$ cat src/rtl/tap_pkg.sv
package tap_pkg;
    localparam int TAP_AW = 16;
    localparam int TAP_BW = 8;
    localparam int TAP_NB = TAP_AW / TAP_BW;
    localparam int TAP_SYNC = 2;

    typedef enum logic [1:0] {
        ST_PARK  = 2'd0,
        ST_DRIVE = 2'd1,
        ST_SYNC1 = 2'd2,
        ST_SYNC2 = 2'd3
    } tap_state_e;
endpackage

$ cat src/rtl/tap_sync.sv
module tap_sync #(
    parameter int W      = 16,
    parameter int STAGES = 2
) (
    input  logic         clk,
    input  logic         rst_n,
    input  logic [W-1:0] d_in,
    output logic [W-1:0] d_out
);
    logic [W-1:0] pipe_q [STAGES];

    for (genvar s = 0; s < STAGES; s++) begin : g_stage
        if (s == 0) begin : g_first
            always_ff @(posedge clk) begin
                if (!rst_n) pipe_q[s] <= '0;
                else        pipe_q[s] <= d_in;
            end
        end else begin : g_next
            always_ff @(posedge clk) begin
                if (!rst_n) pipe_q[s] <= '0;
                else        pipe_q[s] <= pipe_q[s-1];
            end
        end
    end

    assign d_out = pipe_q[STAGES-1];
endmodule

$ cat src/rtl/tap_seq.sv
module tap_seq
    import tap_pkg::*;
#(
    parameter int AW = TAP_AW
) (
    input  logic          clk,
    input  logic          rst_n,
    input  logic          tgt_on,
    input  logic          ph2_en,
    input  logic [AW-1:0] host_addr,
    output logic [AW-1:0] bus_out,
    output logic          cap_en,
    output logic [AW-1:0] exp_addr
);
    tap_state_e state_q, state_d;
    logic       qual, qual_q, qual_rise, load_exp;

    assign qual      = tgt_on & ph2_en;
    assign qual_rise = qual & ~qual_q;

    // state register
    always_ff @(posedge clk) begin
        if (!rst_n) begin
            state_q  <= ST_PARK;
            qual_q   <= 1'b0;
            exp_addr <= '0;
        end else begin
            state_q <= state_d;
            qual_q  <= qual;
            if (load_exp) exp_addr <= host_addr;
        end
    end

    // next state
    always_comb begin
        state_d = state_q;
        unique case (state_q)
            ST_PARK: begin
                if (qual_rise)   state_d = ST_SYNC1;
                else if (tgt_on) state_d = ST_DRIVE;
            end
            ST_DRIVE: begin
                if (qual_rise)    state_d = ST_SYNC1;
                else if (!tgt_on) state_d = ST_PARK;
            end
            ST_SYNC1: state_d = ST_SYNC2;
            ST_SYNC2: state_d = tgt_on ? ST_DRIVE : ST_PARK;
            default:  state_d = ST_PARK;
        endcase
    end

    // outputs
    always_comb begin
        cap_en   = (state_q == ST_SYNC2);
        load_exp = qual_rise && ((state_q == ST_PARK) || (state_q == ST_DRIVE));
        bus_out  = tgt_on ? host_addr : '0;
    end

    // a sample always spends exactly one cycle in each sync state
    a_r4_sync_order: assert property (@(posedge clk) disable iff (!rst_n)
        (state_q == ST_SYNC2) |-> ($past(state_q) == ST_SYNC1));
    a_r4_sync_advance: assert property (@(posedge clk) disable iff (!rst_n)
        (state_q == ST_SYNC1) |=> (state_q == ST_SYNC2));
    // the sequencer only leaves idle after a fresh qualified edge
    a_r10_edge_only: assert property (@(posedge clk) disable iff (!rst_n)
        ((state_q == ST_DRIVE) && qual_q) |=> (state_q != ST_SYNC1));
endmodule

$ cat src/rtl/tap_capture.sv
module tap_capture
    import tap_pkg::*;
#(
    parameter int AW = TAP_AW,
    parameter int BW = TAP_BW
) (
    input  logic          clk,
    input  logic          rst_n,
    input  logic          cap_en,
    input  logic [AW-1:0] sense_sync,
    input  logic [AW-1:0] exp_addr,
    input  logic          cmp_stb,
    input  logic          clr_req,
    output logic [AW-1:0] cap_q,
    output logic          err_q
);
    localparam int NB = AW / BW;

    logic [AW-1:0] exp_q;

    for (genvar b = 0; b < NB; b++) begin : g_lane
        always_ff @(posedge clk) begin
            if (!rst_n)      cap_q[b*BW +: BW] <= '0;
            else if (cap_en) cap_q[b*BW +: BW] <= sense_sync[b*BW +: BW];
        end
    end

    always_ff @(posedge clk) begin
        if (!rst_n)      exp_q <= '0;
        else if (cap_en) exp_q <= exp_addr;
    end

    always_ff @(posedge clk) begin
        if (!rst_n)                          err_q <= 1'b0;
        else if (cmp_stb && (cap_q != exp_q)) err_q <= 1'b1;
        else if (clr_req)                    err_q <= 1'b0;
    end

    // captured bytes change only on a capture enable
    a_r4_hold: assert property (@(posedge clk) disable iff (!rst_n)
        !cap_en |=> $stable(cap_q));
    // the flag stays set until a clear request
    a_r8_sticky: assert property (@(posedge clk) disable iff (!rst_n)
        (err_q && !clr_req) |=> err_q);
    // a flag rise needs a compare strobe
    a_r7_set_cause: assert property (@(posedge clk) disable iff (!rst_n)
        (!err_q && !cmp_stb) |=> !err_q);
endmodule

$ cat src/rtl/tap_readback.sv
module tap_readback
    import tap_pkg::*;
#(
    parameter int            AW     = TAP_AW,
    parameter int            BW     = TAP_BW,
    parameter logic [AW-1:0] LO_SEL = 16'h3000,
    parameter logic [AW-1:0] HI_SEL = 16'h6000
) (
    input  logic          host_rd,
    input  logic          host_wr,
    input  logic [AW-1:0] host_addr,
    input  logic [AW-1:0] cap_q,
    output logic [BW-1:0] host_dout,
    output logic          host_doe,
    output logic          clr_req
);
    logic hit_lo, hit_hi;

    always_comb begin
        hit_lo   = (host_addr == LO_SEL);
        hit_hi   = (host_addr == HI_SEL);
        host_doe = host_rd && (hit_lo || hit_hi);
        clr_req  = host_wr && (hit_lo || hit_hi);
        if (host_rd && hit_lo)      host_dout = cap_q[BW-1:0];
        else if (host_rd && hit_hi) host_dout = cap_q[2*BW-1:BW];
        else                        host_dout = '0;
    end
endmodule

$ cat src/rtl/tgt_addr_probe.sv
module tgt_addr_probe
    import tap_pkg::*;
#(
    parameter logic [TAP_AW-1:0] LO_SEL = 16'h3000,
    parameter logic [TAP_AW-1:0] HI_SEL = 16'h6000
) (
    input  logic              clk,
    input  logic              rst_n,
    input  logic              tgt_on,
    input  logic              ph2_en,
    input  logic [TAP_AW-1:0] host_addr,
    input  logic              host_rd,
    input  logic              host_wr,
    input  logic              cmp_stb,
    input  logic [TAP_AW-1:0] tgt_sense,
    output logic [TAP_AW-1:0] tgt_addr_out,
    output logic [TAP_BW-1:0] host_dout,
    output logic              host_doe,
    output logic              addr_err
);
    logic [TAP_AW-1:0] sense_sync, exp_addr, cap_q;
    logic              cap_en, clr_req;

    tap_sync #(.W(TAP_AW), .STAGES(TAP_SYNC)) u_sync (
        .clk(clk), .rst_n(rst_n), .d_in(tgt_sense), .d_out(sense_sync)
    );

    tap_seq #(.AW(TAP_AW)) u_seq (
        .clk(clk), .rst_n(rst_n), .tgt_on(tgt_on), .ph2_en(ph2_en),
        .host_addr(host_addr), .bus_out(tgt_addr_out),
        .cap_en(cap_en), .exp_addr(exp_addr)
    );

    tap_capture #(.AW(TAP_AW), .BW(TAP_BW)) u_cap (
        .clk(clk), .rst_n(rst_n), .cap_en(cap_en), .sense_sync(sense_sync),
        .exp_addr(exp_addr), .cmp_stb(cmp_stb), .clr_req(clr_req),
        .cap_q(cap_q), .err_q(addr_err)
    );

    tap_readback #(.AW(TAP_AW), .BW(TAP_BW), .LO_SEL(LO_SEL), .HI_SEL(HI_SEL)) u_rb (
        .host_rd(host_rd), .host_wr(host_wr), .host_addr(host_addr),
        .cap_q(cap_q), .host_dout(host_dout), .host_doe(host_doe),
        .clr_req(clr_req)
    );

    a_r2_parked: assert property (@(posedge clk) disable iff (!rst_n)
        !tgt_on |-> (tgt_addr_out == '0));
    a_r1_driven: assert property (@(posedge clk) disable iff (!rst_n)
        tgt_on |-> (tgt_addr_out == host_addr));
    a_r6_decode: assert property (@(posedge clk) disable iff (!rst_n)
        host_doe |-> (host_rd && ((host_addr == LO_SEL) || (host_addr == HI_SEL))));
    a_r6_quiet: assert property (@(posedge clk) disable iff (!rst_n)
        !host_doe |-> (host_dout == '0));
endmodule

$ cat config.mk
export PLATFORM = sky130hd
export DESIGN_NAME = tgt_addr_probe
export DESIGN_NICKNAME = d
export VERILOG_FILES = /design/src/rtl/tap_pkg.sv /design/src/rtl/tap_sync.sv /design/src/rtl/tap_seq.sv /design/src/rtl/tap_capture.sv /design/src/rtl/tap_readback.sv /design/src/rtl/tgt_addr_probe.sv
export SDC_FILE = /design/constraint.sdc
export NUM_CORES = 1
export LEC_CHECK = 0
export ABC_AREA = 0
export BUFFER_PORTS_ARGS = -buffer_cell sky130_fd_sc_hd__buf_2
export CORE_UTILIZATION = 45
export CTS_BUF_LIST = sky130_fd_sc_hd__clkbuf_8
export CTS_CLUSTER_DIAMETER = 60
export DETAILED_ROUTE_END_ITERATION = 10
export GPL_ROUTABILITY_DRIVEN = 0
export GPL_TIMING_DRIVEN = 0
export PLACE_DENSITY_LB_ADDON = 0.05
export SYNTH_ARGS = -nofsm -noshare
export SYNTH_HDL_FRONTEND = slang
export SYNTH_SLANG_ARGS = --single-unit
$ cat constraint.sdc
create_clock -name clk -period 2.75 [get_ports clk]
set_input_delay 0 -clock clk [delete_from_list [all_inputs] [get_ports clk]]
set_output_delay 0 -clock clk [all_outputs]
set_load 0.02 [all_outputs]
==> flow_metrics.py <==
metrics = {
    "layout": {
        "nNetsFinal": 497,
        "antennaDiodeCount": 0,
        "mostFrequentLayoutCell": "nand2_1",
        "syn2layout_area_growth_pct": 30.2,
        "final_cell_mix": "98 x nand2_1, 84 x dfxtp_1, 65 x buf_2",
        "drive_above_1_share": 0.190,
    },
    "critical_path": {
        "cp_cell_sequence": "dlygate4sd3_1 -> buf_2 -> nor4_4 -> nand4_4 -> nor4b_4 -> a22o_1 -> buf_2",
        "cp.required_ns": 2.75,
        "worstPathArrival_ns": 2.20,
        "crit_top_cell": "buf_2",
        "crit_path_start_kind": "input port",
        "cpPeakStageDelay_ns": 0.53,
        "crit_path_max_fanout": 8,
        "end_kind": "output port",
        "critPathKind": "input port to output port",
        "cpMaxStageDelayCell": "dlygate4sd3_1",
    },
    "route": {
        "avgRoutedWirePerCell_microns": 12.8,
        "drcViolationCount": 0,
        "routed-via-count": 2626,
        "drt_wl_total_mm": 7.14,
        "first_pass_iters": 4,
        "drtAntennaViolNets": 0,
        "viasPerCell": 4.71,
        "drt_iter0_drc": 96,
    },
    "floorplanning": {
        "die-area_sq_um": 7590,
        "coreArea_sq_um": 6910,
        "initial_core_util": 0.472,
        "io_pins": 65,
        "die-width_microns": 87.1,
        "rows": 30,
        "die_h_microns": 87.1,
    },
    "yosys": {
        "synthFlopType": "dfxtp_1",
        "ys_ff_latch": 84,
        "synth_area_leader_cell": "dfxtp_1",
        "yosys_warnings": 0,
        "synthArstFlopShare": 0,
        "syn_area_per_cell_sq_um": 9.34,
        "synth_edf_count": 0,
        "synth_cells": 349,
        "synth_area_sq_um": 3260,
        "syn_nets": 388,
        "synth_area_leaders": "dfxtp_1 52%, nand2_1 11%, a21boi_0 9.2%",
        "synth_cell_type_count": 25,
        "synth_seq_area_share": 0.516,
        "synth_top_area_share": 0.516,
    },
    "cts": {
        "ctsLongestPathBuffers": 2,
        "ctsResizeCount": 0,
        "cts_made_buffers": 9,
        "htree_levels": 3,
        "cts_setup_buffers": 0,
        "clk_pin_slew_ns": 0.08,
        "cts_tree": "built",
        "clkSinkCount": 84,
        "root_buffer": "clkbuf_8",
        "clkLatencyLatePin_ns": 0.35,
    },
    "sta": {
        "tightest_slew_ns": 0.545,
        "fmax_mhz": 455,
        "fin_ws_ns": 0.553,
        "setup_violations": 0,
        "maxSlewViolCount": 0,
        "slew_headroom": 0.635,
        "finalHoldViolCount": 0,
        "finalCritPeriodShare": 0.799,
        "skew_ns": 0.00765,
        "rsz0062_at_grt": "no",
        "finalSetupTns_ns": 0,
        "min_period_ns": 2.20,
    },
    "grt": {
        "grt.met3_usage": 0.0493,
        "grtUsageMet1": 0.263,
        "antenna_found_initial": 0,
        "overflow": 0,
        "grt_max_degree": 15,
        "grt_pass1_vias": 2526,
        "use_met2": 0.357,
        "grt_use_total": 0.210,
        "gr-max-usage-layer": "met2",
        "grt_pass1_wl_mm": 11.9,
    },
    "run": {
        "maxCapViolations": 0,
    },
    "place": {
        "dp_slack_ns": 1.11,
        "port_buffers": 63,
        "dp_hpwl_mm": 5.16,
    },
    "power": {
        "power_leakage_uw": 0.00166,
        "powerDensity_nw_per_um2": 556,
        "pwr-share-comb": 0.090,
        "switching_power_uw": 556,
        "internal-power_uw": 1800,
        "swShare": 0.236,
        "p_seq_frac": 0.538,
        "power_frac_clock": 0.372,
        "vdd_ir_drop_max_mv": 0.392,
    },
    "run_status": {
        "outcome": "finished clean",
    },
    "hold_path": {
        "min_path_type": "input port to flop",
    },
}
cell families after synthesis:
kind of cell,share of synthesized area
AO/OA/AOI/OAI,0.143
XOR/XNOR,0.0457
buffers and inverters,0.0272
flip-flops,0.516
AND/OR/NAND/NOR,0.268
critical path, delay by kind of cell:
kind            cells  cell delay [ns]
simple gates        3             1.08
buf+inv             3             0.84
compound gates      1             0.27
sequential cells by signal, summed over array words and instances (netlist names):
register and cells:
u_cap.cap_q 16, u_seq.state_q 2, u_cap.exp_q 16, u_seq.exp_addr 16, u_cap.err_q 1, u_seq.qual_q 1
u_sync.pipe_q 32
cells in the mapped netlist, types with 2 or more instances:
cell type and count:
inv_1 3, nand2_1 98, nor4b_4 2, a21boi_1 9, dfxtp_1 84, buf_2 2, nor4_4 3, nor2_1 2
xnor2_1 17, nand4_1 4, a21boi_0 40, and2_1 48, clkbuf_1 18, a22o_1 8
power groups by stage:
stage | Clock, uW | Sequential (uW) | Combinational [uW]
4_1_cts | 889 | 1270 | 214
2_1_floorplan | 0 | 1290 | 103
6_report | 878 | 1270 | 213
3_5_place_dp | 0 | 1300 | 176
3_3_place_gp | 0 | 1300 | 173
5_1_grt | 945 | 1270 | 236
layer usage:
| metal | routed length, microns | vias up | part of all wire |
|---|---|---|---|
| met2 | 3440 | 52 | 0.48 |
| met1 | 3300 | 1216 | 0.46 |
| met4 | 107 | 0 | 0.015 |
| met3 | 284 | 12 | 0.040 |
| li1 | - | 1346 | - |
| met5 | 0 | - | 0 |
repair_timing:
action                     4_1_cts  5_1_grt
hold buffers                    35        0
setup endpoints to repair        0        0
hold endpoints to repair        34        0
worst paths after layout:
path,cells after the start,from,endpoint,slack (ns)
max reg2reg,5,u_seq.state_q[1],u_cap.exp_q[11],1.19
min,3,tgt_on,u_seq.state_q[0],0.01
max,7,host_addr[15],host_dout[3],0.55
min reg2reg,1,u_sync.pipe_q[0][8],u_sync.pipe_q[1][8],0.43
area by class of cell:
| class | instances | area (sq um) |
|---|---|---|
| Inverter | 3 | 11.3 |
| Fill cell | 649 | 2660 |
| Timing Repair Buffer | 98 | 666 |
| Clock inverter | 5 | 61.3 |
| Buffer | 20 | 77.6 |
| Sequential cell | 84 | 1680 |
| Clock buffer | 10 | 138 |
| Tap cell | 96 | 120 |
| Multi-Input combinational cell | 242 | 1490 |
per-stage QoR:
step | cell area [sq um] | power [uW] | utilization | hold slack, ns | instances
global route | 4250 | 2460 | 0.615 | 0.0528 | 558
CTS | 4250 | 2370 | 0.615 | 0.0196 | 558
global placement | 3700 | 1470 | 0.535 | 0.204 | 508
detailed placement | 3700 | 1470 | 0.535 | 0.208 | 508
floorplan | 3260 | 1400 | - | 0.127 | 349
finish | 4250 | 2360 | 0.615 | 0.0123 | 558
Note: power is estimated with default switching activity, not from simulation.
